`src/rtl/twin_reg_pwm_timer_pkg.sv`:
```
package twin_reg_pwm_timer_pkg;
  localparam int SEL_W = 2;
  localparam int NUM_SRC = 3;

  typedef enum logic [SEL_W-1:0] {
    SRC_PRESC = 2'b00,
    SRC_UP5   = 2'b01,
    SRC_UP4   = 2'b10,
    SRC_NONE  = 2'b11
  } src_e;
endpackage

```
`src/rtl/twin_reg_pwm_timer_tick_sel.sv`:
```
module twin_reg_pwm_timer_tick_sel
  import twin_reg_pwm_timer_pkg::*;
#(
  parameter int NSRC = NUM_SRC
) (
  input  logic             clk,
  input  logic             rst,
  input  logic [SEL_W-1:0] sel,
  input  logic             halt,
  input  logic [NSRC-1:0]  src_tick,
  output logic             tick
);
  logic [NSRC-1:0] hit;

  genvar gi;
  generate
    for (gi = 0; gi < NSRC; gi++) begin : g_src
      assign hit[gi] = (sel == SEL_W'(gi)) && src_tick[gi];
    end
  endgenerate

  assign tick = !halt && (|hit);

  // a counted tick needs a real source and no halt
  p_tick_legal_r2: assert property (@(posedge clk) disable iff (rst)
    tick |-> (src_e'(sel) != SRC_NONE) && !halt);
endmodule

```
`src/rtl/twin_reg_pwm_timer_core.sv`:
```
module twin_reg_pwm_timer_core #(
  parameter int CNT_W = 8
) (
  input  logic             clk,
  input  logic             rst,
  input  logic             tick,
  input  logic             mode_pwm,
  input  logic             sq_en,
  input  logic [CNT_W-1:0] reload_val,
  input  logic [CNT_W-1:0] pwm_val,
  output logic             hi_d,
  output logic             tog_d,
  output logic             uflow,
  output logic             rise
);
  localparam logic [CNT_W-1:0] ZERO = '0;
  localparam logic [CNT_W-1:0] ONE  = CNT_W'(1);

  logic [CNT_W-1:0] cnt_q, cnt_d;
  logic [CNT_W-1:0] n_q, n_d, m_q, m_d;
  logic             hi_q, tog_q, mode_q;
  logic             restart;

  assign restart = (mode_pwm != mode_q);

  always_comb begin
    cnt_d = cnt_q;
    hi_d  = hi_q;
    tog_d = tog_q;
    n_d   = n_q;
    m_d   = m_q;
    uflow = 1'b0;
    rise  = 1'b0;
    if (restart) begin
      cnt_d = ZERO;
      hi_d  = 1'b0;
      tog_d = 1'b0;
    end else if (!mode_pwm) begin
      hi_d = 1'b0;
      if (tick) begin
        if (cnt_q == ZERO) begin
          cnt_d = reload_val;
          uflow = 1'b1;
          tog_d = ~tog_q;
        end else begin
          cnt_d = cnt_q - ONE;
        end
      end
      if (!sq_en) tog_d = 1'b0;
    end else begin
      tog_d = 1'b0;
      if (tick) begin
        if (cnt_q > ONE) begin
          cnt_d = cnt_q - ONE;
        end else if (hi_q && (m_q != ZERO)) begin
          hi_d  = 1'b0;
          cnt_d = m_q;
        end else begin
          n_d = reload_val;
          m_d = pwm_val;
          if (reload_val != ZERO) begin
            hi_d  = 1'b1;
            cnt_d = reload_val;
            rise  = ~hi_q;
          end else begin
            hi_d  = 1'b0;
            cnt_d = pwm_val;
          end
        end
      end
    end
  end

  always_ff @(posedge clk) begin
    if (rst) begin
      cnt_q  <= ZERO;
      n_q    <= ZERO;
      m_q    <= ZERO;
      hi_q   <= 1'b0;
      tog_q  <= 1'b0;
      mode_q <= 1'b0;
    end else begin
      cnt_q  <= cnt_d;
      n_q    <= n_d;
      m_q    <= m_d;
      hi_q   <= hi_d;
      tog_q  <= tog_d;
      mode_q <= mode_pwm;
    end
  end

  // without a tick and without a mode change the count state holds
  p_hold_no_tick_r3: assert property (@(posedge clk) disable iff (rst)
    (!tick && (mode_pwm == mode_q)) |=> ($stable(cnt_q) && $stable(hi_q)));

  // a high phase always has ticks left to run
  p_high_has_count_r6: assert property (@(posedge clk) disable iff (rst)
    hi_q |-> (cnt_q != ZERO));

  // a mode change leaves the engine idle and low
  p_restart_idle_r12: assert property (@(posedge clk) disable iff (rst)
    (mode_pwm != mode_q) |=> (!hi_q && !tog_q && (cnt_q == ZERO)));
endmodule

```
`src/rtl/twin_reg_pwm_timer_out.sv`:
```
module twin_reg_pwm_timer_out (
  input  logic clk,
  input  logic rst,
  input  logic halt,
  input  logic mode_pwm,
  input  logic sq_en,
  input  logic hi_d,
  input  logic tog_d,
  input  logic uflow,
  input  logic rise,
  output logic wave_out,
  output logic irq
);
  logic wave_q, irq_q, pwm_q;

  always_ff @(posedge clk) begin
    if (rst) begin
      wave_q <= 1'b0;
      irq_q  <= 1'b0;
      pwm_q  <= 1'b0;
    end else begin
      wave_q <= !halt && (mode_pwm ? hi_d : (tog_d && sq_en));
      irq_q  <= mode_pwm ? rise : uflow;
      pwm_q  <= mode_pwm;
    end
  end

  assign wave_out = wave_q;
  assign irq      = irq_q;

  // a halt forces both outputs low at the next edge
  p_halt_quiet_r3: assert property (@(posedge clk) disable iff (rst)
    halt |=> (!wave_out && !irq));

  // a pulse-mode interrupt comes with the output high
  p_irq_with_high_r10: assert property (@(posedge clk) disable iff (rst)
    (irq && pwm_q) |-> wave_out);
endmodule

```
`src/rtl/twin_reg_pwm_timer.sv`:
```
module twin_reg_pwm_timer
  import twin_reg_pwm_timer_pkg::*;
#(
  parameter int CNT_W = 8
) (
  input  logic             clk,
  input  logic             rst,
  input  logic             mode_pwm,
  input  logic [1:0]       src_sel,
  input  logic             halt,
  input  logic             sq_en,
  input  logic [CNT_W-1:0] reload_val,
  input  logic [CNT_W-1:0] pwm_val,
  input  logic             tick_presc,
  input  logic             tick_up5,
  input  logic             tick_up4,
  output logic             wave_out,
  output logic             irq
);
  logic [NUM_SRC-1:0] src_tick;
  logic tick, hi_d, tog_d, uflow, rise;

  assign src_tick = {tick_up4, tick_up5, tick_presc};

  twin_reg_pwm_timer_tick_sel #(.NSRC(NUM_SRC)) u_sel (
    .clk(clk), .rst(rst), .sel(src_sel), .halt(halt),
    .src_tick(src_tick), .tick(tick)
  );

  twin_reg_pwm_timer_core #(.CNT_W(CNT_W)) u_core (
    .clk(clk), .rst(rst), .tick(tick), .mode_pwm(mode_pwm), .sq_en(sq_en),
    .reload_val(reload_val), .pwm_val(pwm_val),
    .hi_d(hi_d), .tog_d(tog_d), .uflow(uflow), .rise(rise)
  );

  twin_reg_pwm_timer_out u_out (
    .clk(clk), .rst(rst), .halt(halt), .mode_pwm(mode_pwm), .sq_en(sq_en),
    .hi_d(hi_d), .tog_d(tog_d), .uflow(uflow), .rise(rise),
    .wave_out(wave_out), .irq(irq)
  );

  // outputs are low in the cycle after reset
  p_reset_low_r1: assert property (@(posedge clk)
    rst |=> (!wave_out && !irq));
endmodule

```
`config.mk`:
```
export PLATFORM = sky130hd
export DESIGN_NAME = twin_reg_pwm_timer
export DESIGN_NICKNAME = d
export VERILOG_FILES = /design/src/rtl/twin_reg_pwm_timer_pkg.sv /design/src/rtl/twin_reg_pwm_timer_tick_sel.sv /design/src/rtl/twin_reg_pwm_timer_core.sv /design/src/rtl/twin_reg_pwm_timer_out.sv /design/src/rtl/twin_reg_pwm_timer.sv
export SDC_FILE = /design/constraint.sdc
export NUM_CORES = 1
export LEC_CHECK = 0
export ABC_AREA = 1
export BUFFER_PORTS_ARGS = -buffer_cell sky130_fd_sc_hd__buf_2
export CAP_MARGIN = 20
export CORE_MARGIN = 2
export CORE_UTILIZATION = 50
export DETAILED_ROUTE_END_ITERATION = 10
export GPL_TIMING_DRIVEN = 1
export PLACE_DENSITY_LB_ADDON = 0.1
export SYNTH_ARGS = -nofsm -noshare
export SYNTH_HDL_FRONTEND = slang
export SYNTH_SLANG_ARGS = --single-unit
export TNS_END_PERCENT = 10
```
`constraint.sdc`:
```
create_clock -name clk -period 1.75 [get_ports clk]
set_input_delay 0.175 -clock clk [delete_from_list [all_inputs] [get_ports clk]]
set_output_delay 0.175 -clock clk [all_outputs]
set_load 0.005 [all_outputs]
```
# Word level (Yosys, flattened, before mapping)
# Index checks and enable logic that the tools add are counted.
# totals
reg_bits,21
latch_bits,0
ram_bits,0
mem_bits_ro,0
inputBits,26
output_inout_bits,2
elab_cells,60
memories,0
# classes
n_addsub,1
multipliers,0
div_mod_pow,0
order_cmp,1
eq_ne,3
shifts,0
muxes,28
bitwise,5
reduce_logical,15
# op_table
op,count
$mux 8,7
$mux 1,21
$reduce_bool 8->1,2
$gt 8x1->1 const B,1
$logic_not 8->1,1
$sub 8x1->8 const B,1
$logic_and 1x1->1,7
$not 1->1,5
$reduce_and 5->1,1
$reduce_or 3->1,1
$eq 2x1->1 const B,1
$eq 2x2->1 const B,1
$logic_not 2->1,1
$reduce_or 2->1,1
$logic_not 1->1,1
$ne 1x1->1,1

# Longest topological paths before layout
# Gate-level depths: netlist of run 1.
# logic_depth
word_depth,11
ltp_mapped,11
depth_no_buf,11

# Hierarchy
# Synthesis of run 1 repeated with hierarchy kept, for this count alone.
# hier_totals
hier_cells,259
hier_area_um2,1637.8
# by_module_without_submodules
mod,n_inst,cells_per_inst,area_per_inst_um2,seq_area_each_um2
twin_reg_pwm_timer_core,1,239,1517.7,380.4
twin_reg_pwm_timer_out,1,12,83.8,40.0
twin_reg_pwm_timer_tick_sel,1,8,36.3,0.0

# Least setup slack after synthesis of run 1
# Ideal clock, no wire load.
# synth_timing
path_type,reg2reg
start,register u_core.cnt_q[0]
end,register u_core.m_q[4]
t_arrival_ps,1429
required_ps,1631
setup_slack_ps,201
stages_incl_launch_ff,9
period_less_slack_ps,1549
cell_sequence,dfxtp_1 -> inv_1 -> ha_1 -> nor2_1 -> nor3_4 -> nand4_2 -> buf_2 -> o21ai_1 -> a21oi_1
# synth_between
elab_chain_cells,3
# synth_rtl
item,line_no,text
start: declaration,twin_reg_pwm_timer_core.sv:19,"logic [CNT_W-1:0] cnt_q, cnt_d;"
start signal: assignment,twin_reg_pwm_timer_core.sv:83,cnt_q <= cnt_d;
$gt 8x1->1,twin_reg_pwm_timer_core.sv:53,if (cnt_q > ONE) begin
$not 1->1 (no line),n/a,
$reduce_and 5->1 (no line),n/a,
end signal: assignment,twin_reg_pwm_timer_core.sv:85,m_q <= m_d;
end: declaration,twin_reg_pwm_timer_core.sv:20,"logic [CNT_W-1:0] n_q, n_d, m_q, m_d;"
# Every way passes these cells.
# A chain may end at the register's enable or synchronous reset.

# Worst setup path in the final report of run 1
# layout_timing
start,register u_core.cnt_q[1]
end,register u_core.cnt_q[2]
# layout_between
elab_chain_cells,4
# layout_rtl
item,line_no,text
$sub 8x1->8 (tied with other cells),"twin_reg_pwm_timer_core.sv:46, twin_reg_pwm_timer_core.sv:54",
$mux 8 (on tied branches),"twin_reg_pwm_timer_core.sv:41, twin_reg_pwm_timer_core.sv:53",
$mux 8 (on tied branches),"twin_reg_pwm_timer_core.sv:40, twin_reg_pwm_timer_core.sv:52",
$mux 8 *,twin_reg_pwm_timer_core.sv:38,end else if (!mode_pwm) begin
# Mark *: on every way between the ends. The rest lies on a longest branch, timed or not. The select of a mux whose other input is x is not followed.

==> results.toml, run 1 <==
[outcome]
outcome = "completed"

[timing]
finalSetupViolations = 0
period_needed_ns = 1.67
timing_worst_slew_pin_value_ns = 0.391
timing.final.crit_share = 0.956
setup_tns_ns = 0
fin_skew_ns = 0.00604
drv_slew = 0
hold_viol = 0
rsz0062_at_grt = "yes"
clock.fmax_ghz = 0.598
max-slew-margin-rel = 0.739
hold_ws_ns = 0.0874

[route]
avgRoutedWirePerCell_um = 12.1
top_layer = "met4"
wl_met1_um = 1800
via_per_inst = 5.28
vias = 1699
drc_errors = 0
dr.pass1.iters = 4
dr_wl_met3_um = 182
first_iter_violations = 64
wl_met2_um = 1890
ant_nets = 0
wirelength_um = 3910

[synthesis]
synth_top_family_by_area = "simple AND/OR/NAND/NOR gates"
synth_fa_ha_area_frac = 0.0244
yosysSeqAreaShare = 0.273
synth_top_cell_area_share = 0.273
syn_nets = 282
synthXorXnorAreaFrac = 0.0171
yosys_most_used_dff = "dfxtp_1"
synth.area.mux_share = 0
synth_edf_count = 0
syn_avg_cell_area_um2 = 6.08
yosysMostFrequentCell = "nand2_1"
synth-compound-area-share = 0.185
ys_types = 30
ys_top_cells_by_count = "nand2_1, a21oi_1, inv_1"
netlist_area_um2 = 1540
synthSimpleGateAreaFrac = 0.391
ys_seq_elements = 21
yosysWarnings = 0
async_flop_share = 0
synthCells = 253
ys_top_cells_by_area = "dfxtp_1, nand2_1, a21oi_1"
yosysTopAreaCell = "dfxtp_1"

[power]
power.density_nw_per_um2 = 643
pwr-share-comb = 0.358
seq_power_share = 0.430
switching_share = 0.368
pwr-share-clk = 0.212
intPower_uw = 739
cellLeakagePower_nw = 0.943
switchingPower_uw = 431
max-vdd-ir-drop_v = 0.000386

[clock_network]
clock-sinks = 21
cts_buffers = 3
ctsLongestPathBuffers = 2
clk_pin_slew_worst_paths_ns = 0.13
clk_latency_ns = 0.31
cts-root-buf = "clkbuf_4"
cts_tree = "done"
htreeDepth = 1

[final_layout]
multi_input_area_um2 = 982
drive_gt1_frac = 0.211
diodes = 0
seqCellArea_um2 = 422
fill_cells = 298
final_nets = 319
syn2layout_area_growth_pct = 18.2

[worst_setup_path]
cp.required_ns = 1.96
reg2reg_slack_ns = 0.08
path_class = "reg2reg"
rr_worst_depth = 9
reg2reg_from = "u_core.cnt_q[1]"
cp-start-kind = "register"
path_max_fanout = 9
r2r-end = "u_core.cnt_q[2]"
crit_path_end_kind = "register"
arrival_ns = 1.88

[grt]
antenna_found_initial = 0
grt_first_pass_wirelength_um = 6540
grt_overflow = 0
grt_usage = 0.238
grt_pass1_vias = 1572
grt_max_degree = 17

[placement]
numPortBuffers = 27
dp_hpwl_um = 3010
routabilityCongestion = 0.839

[flow_run]
maxCapViolCount = 0

[min_path]
hold_end = "u_core.tog_q"
whs_path_depth = 2
hold_path_startpoint = "rst"
hold_class = "in2reg"

[floorplanning]
die-area_um2 = 3530
ioPinCount = 28
fp.dieW_um = 59.5
coreArea_um2 = 2980
die_h_um = 59.5
row_count = 20
start_util = 0.516
[final cells by class]
type                       instances  area share
multi-input combinational        191       0.540
sequential                        21       0.232
timing repair buffer              35       0.107
inverter                          38      0.0826
tap                               33      0.0227
clock buffer                       3      0.0124
clock inverter                     1     0.00275
[how the worst max path moves through the flow]
stage | from | endpoint | depth (start not counted)
2_1_floorplan | u_core.cnt_q[0] | u_core.m_q[4] | 8
3_3_place_gp | u_core.cnt_q[1] | u_core.m_q[6] | 7
3_5_place_dp | u_core.cnt_q[1] | u_core.m_q[6] | 7
4_1_cts | u_core.cnt_q[1] | u_core.cnt_q[1] | 11
5_1_grt | u_core.cnt_q[1] | u_core.cnt_q[7] | 12
6_report | u_core.cnt_q[1] | u_core.cnt_q[2] | 9
[worst max-delay path: stages (launching register included)]
cell,delay (ns)
dfxtp_1,0.34
inv_1,0.12
ha_2,0.22
nor2_2,0.06
nor3_4,0.19
buf_4,0.14
buf_4,0.15
nand3_1,0.09
a21oi_1,0.19
nor2_1,0.07
[kinds of logic after synthesis]
family                     after synthesis
AOI/OAI and AO/OA                       56
xor gates and xnor gates                 3
adders and majority gates                3
buffers and inverters                   42
DFF                                     21
and+or+nand+nor                        128
[metrics by stage]
stage | std cells | util | total power [mW] | area (um^2) | setup slack, ns
finish | 322 | 0.611 | 1.17 | 1820 | 0.0774
detailed placement | 314 | 0.581 | 0.893 | 1730 | -0.0708
floorplan | 253 | - | 0.786 | 1540 | 0.201
global placement | 314 | 0.581 | 0.888 | 1730 | 0.0125
CTS | 318 | 0.593 | 1.14 | 1770 | 0.0164
global route | 322 | 0.611 | 1.25 | 1820 | -0.0176
[registers in the layout (all words and copies together) (netlist names)]
signal and cells:
u_core.cnt_q 8, u_out.wave_out 1, u_core.hi_q 1, u_core.mode_q 1
u_core.m_q 8, u_core.tog_q 1, u_out.irq 1
[metal layers]
| layer | track usage | up-vias |
|---|---|---|
| met5 | 0 | - |
| met4 | 0.0552 | 0 |
| met3 | 0.0284 | 4 |
| met2 | 0.429 | 38 |
| met1 | 0.299 | 773 |
| li1 | - | 884 |
[cells in the final DEF (no fill, tap or decap), types with 2 or more instances in the layout]
cell | netlist | layout
inv_1 | 29 | 29
clkbuf_4 | 0 | 3
buf_4 | 1 | 8
nand2_4 | 1 | 2
clkinv_1 | 5 | 5
nand3_1 | 17 | 17
nand2_1 | 72 | 72
nand3b_1 | 3 | 3
o21ai_0 | 19 | 18
dfxtp_1 | 21 | 20
nor2_2 | 2 | 4
nor2_1 | 22 | 20
ha_1 | 3 | 2
buf_2 | 2 | 27
inv_2 | 3 | 2
a21oi_1 | 30 | 30
o21ai_1 | 5 | 6
nor2_4 | 3 | 3
xor2_1 | 2 | 2
[power groups by stage]
stage          registers, mW  clock network (mW)  logic (mW)
2_1_floorplan          0.511                   0       0.275
3_3_place_gp           0.513                   0       0.375
3_5_place_dp           0.513                   0       0.380
4_1_cts                0.502               0.254       0.385
5_1_grt                0.504               0.273       0.471
6_report               0.503               0.248       0.419
[what timing repair did]
action | CTS | global route
hold buffers | 0 | 0
resized for setup | 1 | 7
buffers inserted | 0 | 3
cloned | 0 | 1
pin swaps | 0 | 3
endpoints found under the setup margin | 8 | 19
(Power assumes the default switching activity.)
==> run 2: changes to the inputs <==
ABC_AREA = unset   (was 1)
SLEW_MARGIN = 20   (was unset)
==> run 2 against run 1 <==
- the flow now finishes with violations (setup timing)
- worst hold slack better by 0.011 ns
- worst setup slack got worse by 0.18 ns
- die area up 1.2%
- sequential power shrank 0.8%
- highest routed layer unchanged
- largest cell class unchanged
- utilization grew 12 points
==> results.toml, run 2 <==
[outcome]
outcome = "complete, but fails checks"
violations = "setup timing"

[route]
drc_errors = 0
dr.pass1.iters = 4
vias = 1949
ant_nets = 0
via_per_inst = 6.52
first_iter_violations = 115
top_layer = "met4"
wl_met2_um = 2670
wl_met1_um = 2140
avgRoutedWirePerCell_um = 17.9
wirelength_um = 5350
dr_wl_met3_um = 349

[power]
power.density_nw_per_um2 = 546
pwr-share-comb = 0.368
intPower_uw = 781
pwr-share-clk = 0.217
switchingPower_uw = 422
cellLeakagePower_nw = 0.903
seq_power_share = 0.415
max-vdd-ir-drop_v = 0.000376
switching_share = 0.351

[final_layout]
fin_cells = 299
final_common_cell = "buf_4"
multi_input_area_um2 = 1170
final_nets = 296
reg_top3 = "u_core.cnt_q (8), u_core.m_q (8)"
fill_cells = 245
final_cell_mix = "buf_4, buf_2, a21oi_1"
diodes = 0
syn2layout_area_growth_pct = 41.4
seqCellArea_um2 = 434
drive_gt1_frac = 0.436

[worst_setup_path]
cp.required_ns = 2.00
path_max_fanout = 4
cpMostUsedCell = "or4_4"
crit_chain = "or4_4 -> or4_4 -> a311oi_2 -> o21ai_1 -> a31oi_1"
arrival_ns = 2.11
path_class = "reg2reg"
critPathSlowestCell = "or4_4"
crit_path_end_kind = "register"
cp-start-kind = "register"
slowest_delay_ns = 0.56

[clock_network]
cts_tree = "done"
ctsHoldBuffers = 0
ctsLongestPathBuffers = 2
clock-sinks = 21
clk_pin_slew_worst_paths_ns = 0.14
clk_latency_ns = 0.32
cts_buffers = 3
htreeDepth = 1
cts-root-buf = "clkbuf_4"

[synthesis]
synth_edf_count = 0
async_flop_share = 0
ys_seq_elements = 21
synthCells = 200
netlist_area_um2 = 1560
synth_top_cell_area_share = 0.270
ys_types = 44
syn_nets = 229
yosys_most_used_dff = "dfxtp_1"
yosysTopAreaCell = "dfxtp_1"
ys_top_cells_by_area = "dfxtp_1, o21ai_0, a21oi_1"
syn_avg_cell_area_um2 = 7.79
yosysWarnings = 0
yosysSeqAreaShare = 0.270
ys_top_cells_by_count = "dfxtp_1, o21ai_0, a21oi_1, nor2_1, nand3_1"

[floorplanning]
start_util = 0.519
die_h_um = 59.8
coreArea_um2 = 3000
die-area_um2 = 3580
row_count = 20
ioPinCount = 28
fp.dieW_um = 59.8

[timing]
timing_worst_slew_pin_value_ns = 0.504
hold_viol = 0
max-slew-margin-rel = 0.661
finalSetupViolations = 14
drv_slew = 0
fin_skew_ns = 0.00955
setup_slack_ns = -0.105
clock.fmax_ghz = 0.539
period_needed_ns = 1.86
timing.final.crit_share = 1.06
rsz0062_at_grt = "yes"

[placement]
dp_cells = 294
dp_slack_ns = -0.185
numPortBuffers = 27
dp_hpwl_um = 4040
routabilityCongestion = 0.944

[grt]
grt_usage = 0.328
grt_max_degree = 15
grt_first_pass_wirelength_um = 8830
antenna_found_initial = 0
grt_pass1_vias = 1910
grt_overflow = 0

[min_path]
hold_class = "in2reg"

[flow_run]
maxCapViolCount = 0
## run 2: power by group through the flow
stage | Clock [mW] | Combinational, mW | Sequential (mW)
after global placement | 0 | 0.385 | 0.508
after global routing | 0.278 | 0.478 | 0.501
after detailed placement | 0 | 0.392 | 0.509
after floorplan | 0 | 0.222 | 0.510
final | 0.261 | 0.443 | 0.499
after CTS | 0.263 | 0.419 | 0.499
## run 2: timing repair
| item | CTS | global route |
|---|---|---|
| pin swaps | 9 | 4 |
| cloned | 0 | 0 |
| resized for setup | 23 | 13 |
| setup buffers | 1 | 0 |
| setup endpoints to repair | 19 | 20 |
## run 2: metal layers
| metal | global-route usage | vias to the layer above |
|---|---|---|
| met5 | 0 | - |
| met4 | 0.184 | 0 |
| met3 | 0.0390 | 23 |
| met2 | 0.539 | 96 |
| met1 | 0.413 | 917 |
| li1 | - | 913 |
## run 2: worst paths after layout
path / startpoint / endpoint / slack, ns / cells after the start
worst max-delay path: u_core.m_q[2] / u_core.cnt_q[4] / -0.11 / 5
worst min-delay path: pwm_val[2] / u_core.m_q[2] / 0.1 / 3
worst max register to register: u_core.m_q[2] / u_core.cnt_q[4] / -0.11 / 5
worst min register to register: u_core.m_q[0] / u_core.m_q[0] / 0.53 / 2
## run 2: cells by family (layout without fill, tap and decap cells)
logic type	after synthesis	in the layout	share of synthesized area
AOI/OAI and AO/OA	76	76	0.320
and+or+nand+nor	73	73	0.284
DFF	21	21	0.270
buffers and inverters	20	86	0.0586
muxes	5	5	0.0329
adders and majority gates	3	3	0.0241
xor gates and xnor gates	2	2	0.0112
## run 2: stage by stage
stage                     total power [mW]  cell area [um^2]  hold slack [ns]  setup TNS [ns]  utilization
after detailed placement             0.901              2050            0.448           -1.42        0.684
after floorplan                      0.732              1610            0.244          -0.594            -
after global placement               0.894              2050            0.444          -0.852        0.684
after CTS                             1.18              2170           0.0950          -0.331        0.722
after global routing                  1.26              2200           0.0989           -1.94        0.734
final                                 1.20              2200           0.0980          -0.541        0.734
## run 2: layout make-up
class / count / share of cell area
well taps: 33 / 0.0187
flip-flops and latches: 21 / 0.197
inverters: 9 / 0.0176
clock inverters: 1 / 0.00341
repair buffers: 73 / 0.223
clock buffers: 3 / 0.0102
multi-input cells: 159 / 0.530
## run 2: critical path, delay by kind of cell, from the launching register on
kind / cells / cell delay (ns)
simple gates: 2 / 0.99
flops: 1 / 0.35
compound gates: 3 / 0.43
